**config.mk**
```make
export PLATFORM = sky130hd
export DESIGN_NAME = pit_timer
export DESIGN_NICKNAME = d
export VERILOG_FILES = /design/src/rtl/pit_pkg.sv /design/src/rtl/pit_prescale.sv /design/src/rtl/pit_count.sv /design/src/rtl/pit_regs.sv /design/src/rtl/pit_timer.sv
export SDC_FILE = /design/constraint.sdc
export NUM_CORES = 1
export LEC_CHECK = 0
export ABC_AREA = 1
export BUFFER_PORTS_ARGS = -buffer_cell sky130_fd_sc_hd__buf_2
export CAP_MARGIN = 20
export CORE_MARGIN = 2
export CORE_UTILIZATION = 41
export CTS_CLUSTER_SIZE = 24
export DETAILED_ROUTE_END_ITERATION = 16
export PLACE_DENSITY = 0.66
export SLEW_MARGIN = 20
export SYNTH_ARGS = -nofsm -noshare
export SYNTH_HDL_FRONTEND = slang
export SYNTH_SLANG_ARGS = --single-unit
```
**constraint.sdc**
```tcl
create_clock -name clk -period 3.3 [get_ports clk]
set_input_delay 0.33 -clock clk [delete_from_list [all_inputs] [get_ports clk]]
set_output_delay 0.33 -clock clk [all_outputs]
set_load 0.01 [all_outputs]
```
**src/rtl/pit_pkg.sv**
```systemverilog
package pit_pkg;
  localparam int unsigned OFS_MODE = 32'h00;
  localparam int unsigned OFS_STAT = 32'h04;
  localparam int unsigned OFS_VAL  = 32'h08;
  localparam int unsigned OFS_IMG  = 32'h0C;
  localparam int unsigned IEN_BIT  = 25;
  localparam int unsigned EN_BIT   = 24;

  typedef enum logic [2:0] {
    SEL_NONE,
    SEL_MODE,
    SEL_STAT,
    SEL_VAL,
    SEL_IMG
  } reg_sel_e;
endpackage

```
**src/rtl/pit_prescale.sv**
```systemverilog
module pit_prescale #(
  parameter int DIV_LOG2 = 4
) (
  input  logic clk,
  input  logic rst,
  input  logic run,
  output logic tick
);
  logic [DIV_LOG2-1:0] pre_q;

  always_ff @(posedge clk) begin
    if (rst || !run) pre_q <= '0;
    else             pre_q <= pre_q + 1'b1;
  end

  assign tick = run && (pre_q == {DIV_LOG2{1'b1}});

  p_idle_clears_r3: assert property (@(posedge clk) disable iff (rst)
    !run |=> (pre_q == '0));
  p_tick_spaced_r3: assert property (@(posedge clk) disable iff (rst)
    tick |=> !tick);
endmodule

```
**src/rtl/pit_count.sv**
```systemverilog
module pit_count #(
  parameter int CNT_W  = 20,
  parameter int ICNT_W = 12
) (
  input  logic              clk,
  input  logic              rst,
  input  logic              tick,
  input  logic              clr,
  input  logic [CNT_W-1:0]  period,
  output logic [CNT_W-1:0]  cur_q,
  output logic [ICNT_W-1:0] icnt_q,
  output logic              stat_q,
  output logic              stat_d
);
  logic [CNT_W-1:0]  cur_d;
  logic [ICNT_W-1:0] icnt_d;
  logic              wrap;

  assign wrap = tick && (cur_q >= period);

  always_comb begin
    cur_d  = cur_q;
    icnt_d = icnt_q;
    stat_d = stat_q;
    if (clr) begin
      icnt_d = '0;
      stat_d = 1'b0;
    end
    if (wrap) begin
      cur_d  = '0;
      icnt_d = icnt_d + 1'b1;
      stat_d = 1'b1;
    end else if (tick) begin
      cur_d = cur_q + 1'b1;
    end
  end

  always_ff @(posedge clk) begin
    if (rst) begin
      cur_q  <= '0;
      icnt_q <= '0;
      stat_q <= 1'b0;
    end else begin
      cur_q  <= cur_d;
      icnt_q <= icnt_d;
      stat_q <= stat_d;
    end
  end

  p_hold_no_tick_r3: assert property (@(posedge clk) disable iff (rst)
    !tick |=> $stable(cur_q));
  p_wrap_sets_r4: assert property (@(posedge clk) disable iff (rst)
    wrap |=> (stat_q && cur_q == '0));
  p_icnt_step_r5: assert property (@(posedge clk) disable iff (rst)
    (wrap && !clr) |=> (icnt_q == ICNT_W'($past(icnt_q) + 1'b1)));
  p_clear_r6: assert property (@(posedge clk) disable iff (rst)
    (clr && !wrap) |=> (icnt_q == '0 && !stat_q));
  p_wrap_wins_r10: assert property (@(posedge clk) disable iff (rst)
    (clr && wrap) |=> (icnt_q == ICNT_W'(1) && stat_q));
endmodule

```
**src/rtl/pit_regs.sv**
```systemverilog
module pit_regs
  import pit_pkg::*;
#(
  parameter int ADDR_W = 8,
  parameter int DATA_W = 32,
  parameter int CNT_W  = 20,
  parameter int ICNT_W = 12
) (
  input  logic              clk,
  input  logic              rst,
  input  logic [ADDR_W-1:0] addr,
  input  logic              wr,
  input  logic [DATA_W-1:0] wdata,
  input  logic              rd,
  input  logic [CNT_W-1:0]  cur,
  input  logic [ICNT_W-1:0] icnt,
  input  logic              stat_q,
  input  logic              stat_d,
  output logic [DATA_W-1:0] rdata,
  output logic              irq,
  output logic              en,
  output logic [CNT_W-1:0]  period,
  output logic              clr
);
  localparam logic [ADDR_W-1:0] A_MODE = ADDR_W'(OFS_MODE);
  localparam logic [ADDR_W-1:0] A_STAT = ADDR_W'(OFS_STAT);
  localparam logic [ADDR_W-1:0] A_VAL  = ADDR_W'(OFS_VAL);
  localparam logic [ADDR_W-1:0] A_IMG  = ADDR_W'(OFS_IMG);

  reg_sel_e          sel;
  logic              ien_q, ien_d, en_d;
  logic [CNT_W-1:0]  per_d;
  logic [DATA_W-1:0] rmux;
  logic              mode_wr;

  always_comb begin
    unique case (addr)
      A_MODE:  sel = SEL_MODE;
      A_STAT:  sel = SEL_STAT;
      A_VAL:   sel = SEL_VAL;
      A_IMG:   sel = SEL_IMG;
      default: sel = SEL_NONE;
    endcase
  end

  assign mode_wr = wr && (sel == SEL_MODE);
  assign clr     = rd && (sel == SEL_VAL);
  assign ien_d   = mode_wr ? wdata[IEN_BIT] : ien_q;
  assign en_d    = mode_wr ? wdata[EN_BIT]  : en;
  assign per_d   = mode_wr ? wdata[CNT_W-1:0] : period;

  always_comb begin
    rmux = '0;
    case (sel)
      SEL_MODE: begin
        rmux[IEN_BIT]     = ien_q;
        rmux[EN_BIT]      = en;
        rmux[CNT_W-1:0]   = period;
      end
      SEL_STAT: rmux[0] = stat_q;
      SEL_VAL, SEL_IMG: rmux[CNT_W+ICNT_W-1:0] = {icnt, cur};
      default: rmux = '0;
    endcase
  end

  always_ff @(posedge clk) begin
    if (rst) begin
      ien_q  <= 1'b0;
      en     <= 1'b0;
      period <= '0;
      rdata  <= '0;
      irq    <= 1'b0;
    end else begin
      ien_q  <= ien_d;
      en     <= en_d;
      period <= per_d;
      rdata  <= rd ? rmux : '0;
      irq    <= stat_d && ien_d;
    end
  end

  p_irq_level_r8: assert property (@(posedge clk) disable iff (rst)
    irq == (stat_q && ien_q));
  p_unmapped_zero_r11: assert property (@(posedge clk) disable iff (rst)
    (rd && sel == SEL_NONE) |=> (rdata == '0));
  p_mode_kept_r11: assert property (@(posedge clk) disable iff (rst)
    !mode_wr |=> ($stable(period) && $stable(en) && $stable(ien_q)));
  p_idle_rdata_r12: assert property (@(posedge clk) disable iff (rst)
    !rd |=> (rdata == '0));
endmodule

```
**src/rtl/pit_timer.sv**
```systemverilog
module pit_timer #(
  parameter int ADDR_W   = 8,
  parameter int DATA_W   = 32,
  parameter int CNT_W    = 20,
  parameter int ICNT_W   = 12,
  parameter int DIV_LOG2 = 4
) (
  input  logic              clk,
  input  logic              rst,
  input  logic [ADDR_W-1:0] bus_addr,
  input  logic              bus_wr,
  input  logic [DATA_W-1:0] bus_wdata,
  input  logic              bus_rd,
  output logic [DATA_W-1:0] bus_rdata,
  output logic              irq
);
  logic              en, run, tick, clr, stat_q, stat_d;
  logic [CNT_W-1:0]  period, cur;
  logic [ICNT_W-1:0] icnt;

  assign run = en || (cur != '0);

  pit_prescale #(.DIV_LOG2(DIV_LOG2)) u_pre (
    .clk(clk), .rst(rst), .run(run), .tick(tick)
  );

  pit_count #(.CNT_W(CNT_W), .ICNT_W(ICNT_W)) u_cnt (
    .clk(clk), .rst(rst), .tick(tick), .clr(clr), .period(period),
    .cur_q(cur), .icnt_q(icnt), .stat_q(stat_q), .stat_d(stat_d)
  );

  pit_regs #(.ADDR_W(ADDR_W), .DATA_W(DATA_W), .CNT_W(CNT_W), .ICNT_W(ICNT_W)) u_regs (
    .clk(clk), .rst(rst), .addr(bus_addr), .wr(bus_wr), .wdata(bus_wdata),
    .rd(bus_rd), .cur(cur), .icnt(icnt), .stat_q(stat_q), .stat_d(stat_d),
    .rdata(bus_rdata), .irq(irq), .en(en), .period(period), .clr(clr)
  );

  p_stop_hold_r9: assert property (@(posedge clk) disable iff (rst)
    (!en && cur == '0) |=> (cur == '0));
endmodule

```
==> metrics.md <==
| Metric | Value |
|---|---|
| Total instance count after detailed placement | `789` |
| Resized cells post-CTS | `0` |
| Remaining routing DRC violations | `0` |
| Effective utilization at floorplan | `0.419` |
| Sequential share of power | `0.559` |
| Clock insertion delay at the later pin of the skew report | `0.37 ns` |
| Area of all placed cells without fillers | `0.00517 mm^2` |
| Number of max-cap violations | `0` |
| Post-layout instance count excluding filler cells | `805` |
| Type of the worst setup path | `register to register` |
| CTS clk-pin slew, worst paths | `0.09 ns` |
| Vertical die dimension | `109 um` |
| Largest buffer count on any clock path | `2` |
| Sequential fraction of the synthesis area | `0.406` |
| Status | `finished clean` |
| Remaining global-route overflow | `0` |
| Sum of net half-perimeters after detailed placement | `7.39 mm` |
| Fin. max-slew vios | `0` |
| Highest ir drop seen on vdd | `0.201 mV` |
| Highest achievable clock rate | `433 MHz` |
| Average cell area after synthesis | `7.54 um^2` |
| Fraction of post-synthesis cell area in the top cell type by area | `0.406` |
| Buffer cell driving the clock tree root | `clkbuf_8` |
| Fill cells | `1,074` |
| Drt first-iter violations | `192` |
| Total Neg Setup Slack | `0 ns` |
| Cells along the critical path | `inv_1 > ha_1 > inv_1 > nor2_1 > nand3_1 > nor3_2 > nand3_2 > nand2_4 > inv_2 > nand2_4 > nand2_4 > nand2_1 > nand2_1 > inv_1` |
| Data required, critical path | `3.56 ns` |
| I/O pins | `77` |
| Post-synth EDFFs | `0` |
| Leakage power of the design | `2.19 nW` |
| CTS HTree Levels | `3` |
| Number of distinct library cell variants in the gate-level netlist after synthesis | `37` |
| Die area | `0.0119 mm^2` |
| Fin Clk Skew | `0.0104 ns` |
| Worst Path Arrival | `2.57 ns` |
| Type of origin of the critical path | `register` |
| Yosys top cell by area | `dfxtp_1` |
| Width of the chip | `109 um` |
| Number of antenna violations at the first check in global routing | `0` |
| Sw Share | `0.213` |
| Commonest non-fill, non-tap cells in the layout | `nand2_1 (115), dfxtp_1 (92), inv_1 (79)` |
| Vias in the first global route | `3,622` |
| Number of routed nets with antenna violations | `0` |
| Post-layout min period | `2.31 ns` |
| Fraction of layout instances using a drive strength above 1 | `0.182` |
| Number of detailed-route iterations in the first pass | `4` |
| Class of the most critical hold timing path | `input pin to register` |
| Delay of the slowest critical-path stage | `0.40 ns` |
| Final period util | `0.699` |
| Pwr per Cell Area | `384 mW/mm^2` |
| Setup fix buffers added after clock tree synthesis | `0` |
| Sink Count | `92` |
| Quantity of I/O buffers inserted on ports | `66` |
| Cell area after placement | `0.00495 mm^2` |
| P_int | `1.56 mW` |
| Total inserted antenna cells | `0` |
| Cells after synthesis | `602` |
| Cell area after technology mapping | `0.00454 mm^2` |
| Average wire length per cell after detail routing | `12.7 um` |
| Wire length of the first global-routing pass | `17.1 mm` |
| TritonCTS clock tree | `built` |
| RSZ-0062 raised after global routing | `false` |
| Top fanout value on the critical path | `22` |
| Maximum number of pins on one net before global-route repair | `42` |
| Sort of element at the end of the critical path | `register` |
| Power consumption | `1.99 mW` |
| Routability-driven placement congestion ratio | `0.874` |
| Part of the power in the clock network | `0.411` |
| Warnings from Yosys | `0` |
| Total core area | `0.0108 mm^2` |
| Post-synthesis sequential element count | `92` |
| Transition time at the pin with the least slew margin | `0.908 ns` |
| Cell type of the slowest stage on the worst timing path | `dfxtp_1` |
| Average via count per standard cell | `4.92` |
| Synthesis-to-layout area growth | `13.8%` |
| DRT Wirelength | `10.2 mm` |
| Vias after detailed routing | `3,960` |
| Final setup vio count | `0` |
| Max_slew headroom | `0.394` |
| Synth Flop Type | `dfxtp_1` |
| Count of nets after finishing | `728` |
| Switching power summed over all nets | `423 uW` |
| Async set or reset register ratio after synthesis | `0` |
| Total clock buffers created by CTS | `9` |
| Fraction of power consumed by combinational cells | `0.030` |
| CTS Hold Buffers Added | `0` |
| Number of hold violations in the final report | `0` |
| Net count after synthesis | `670` |
| GRT Resource Usage Total | `0.181` |
| Row cnt | `38` |
| Most frequent standard cell in the layout excluding fill and tap cells | `nand2_1` |
| Leading post-synthesis cells by cell area | `dfxtp_1 (41%), nand2_1 (9.5%), ha_1 (6.6%)` |
==> cell usage after synthesis (4+ instances only) <==
master / instances
o31ai_1: 4
nor2_2: 4
nand2_1: 115
buf_2: 9
nor3_2: 5
dfxtp_1: 92
xor2_1: 17
inv_1: 79
nand3_1: 36
o21ai_0: 28
nand4_1: 6
ha_1: 24
o32ai_1: 15
nand2_2: 6
clkbuf_1: 8
a21oi_1: 48
inv_2: 6
nor2_1: 65
nor3_1: 7
==> cell type report <==
cell class	count	area [um^2]	area share
multi-input combinational	402	2250	0.436
clock inverter	3	42.5	0.00823
timing repair buffer	69	353	0.0683
clock buffer	13	179	0.0346
sequential	92	1840	0.356
inverter	86	323	0.0625
tap	140	175	0.0339
==> flip-flops by register name, summed over array words and instances (netlist names), 4 cells and up <==
register       count
u_pre.pre_q        4
u_cnt.cur_q       20
u_regs.rdata      32
u_cnt.icnt_q      12
u_regs.period     20
==> kinds of logic after synthesis <==
logic type	synth area share
compound gates	0.134
simple gates	0.262
xor+xnor	0.0347
fa+ha+maj	0.0661
buf+inv	0.0983
flops	0.406
==> stage by stage <==
stage | utilization | hold slack (ns) | worst slack (ns)
after global placement | 0.456 | 0.428 | 0.933
after CTS | 0.477 | 0.211 | 0.984
after detailed placement | 0.456 | 0.427 | 0.865
after floorplan | - | 0.408 | 1.31
final | 0.477 | 0.222 | 0.993
after global routing | 0.477 | 0.232 | 0.707
==> worst max-delay path, delay by kind of cell, from the launching register on <==
| kind | cells | cell delay, ns |
|---|---|---|
| fa+ha+maj | 1 | 0.21 |
| buf+inv | 4 | 0.56 |
| flops | 1 | 0.40 |
| simple gates | 9 | 1.01 |
==> routing by layer <==
| metal | GRT usage | vias up | share of wire |
|---|---|---|---|
| met4 | 0.0723 | 0 | 0.022 |
| li1 | - | 2064 | - |
| met1 | 0.238 | 1794 | 0.47 |
| met5 | 0 | - | 0 |
| met3 | 0.0359 | 17 | 0.044 |
| met2 | 0.293 | 85 | 0.46 |
==> path summary, 6_finish.rpt <==
kind              slack, ns                         from  cells after the start                           to
hold reg to reg        0.44   u_cnt.icnt_q[8]$_SDFF_PP0_                      2  u_regs.rdata[28]$_SDFF_PP0_
setup reg to reg       0.99  u_cnt.cur_q[0]$_SDFFE_PP0P_                     14   u_cnt.icnt_q[8]$_SDFF_PP0_
setup / recovery       0.99  u_cnt.cur_q[0]$_SDFFE_PP0P_                     14   u_cnt.icnt_q[8]$_SDFF_PP0_
hold / removal         0.22                bus_wdata[24]                      3       u_regs.en$_SDFFE_PP0P_
==> power by group through the flow <==
stage | Combinational [mW] | Clock, mW | Sequential (mW)
finish | 0.0601 | 0.816 | 1.11
floorplan | 0.0356 | 0 | 1.14
global placement | 0.0591 | 0 | 1.14
detailed placement | 0.0604 | 0 | 1.14
CTS | 0.0607 | 0.840 | 1.11
global route | 0.0682 | 0.887 | 1.11
Power figures use the tool's default switching activity.
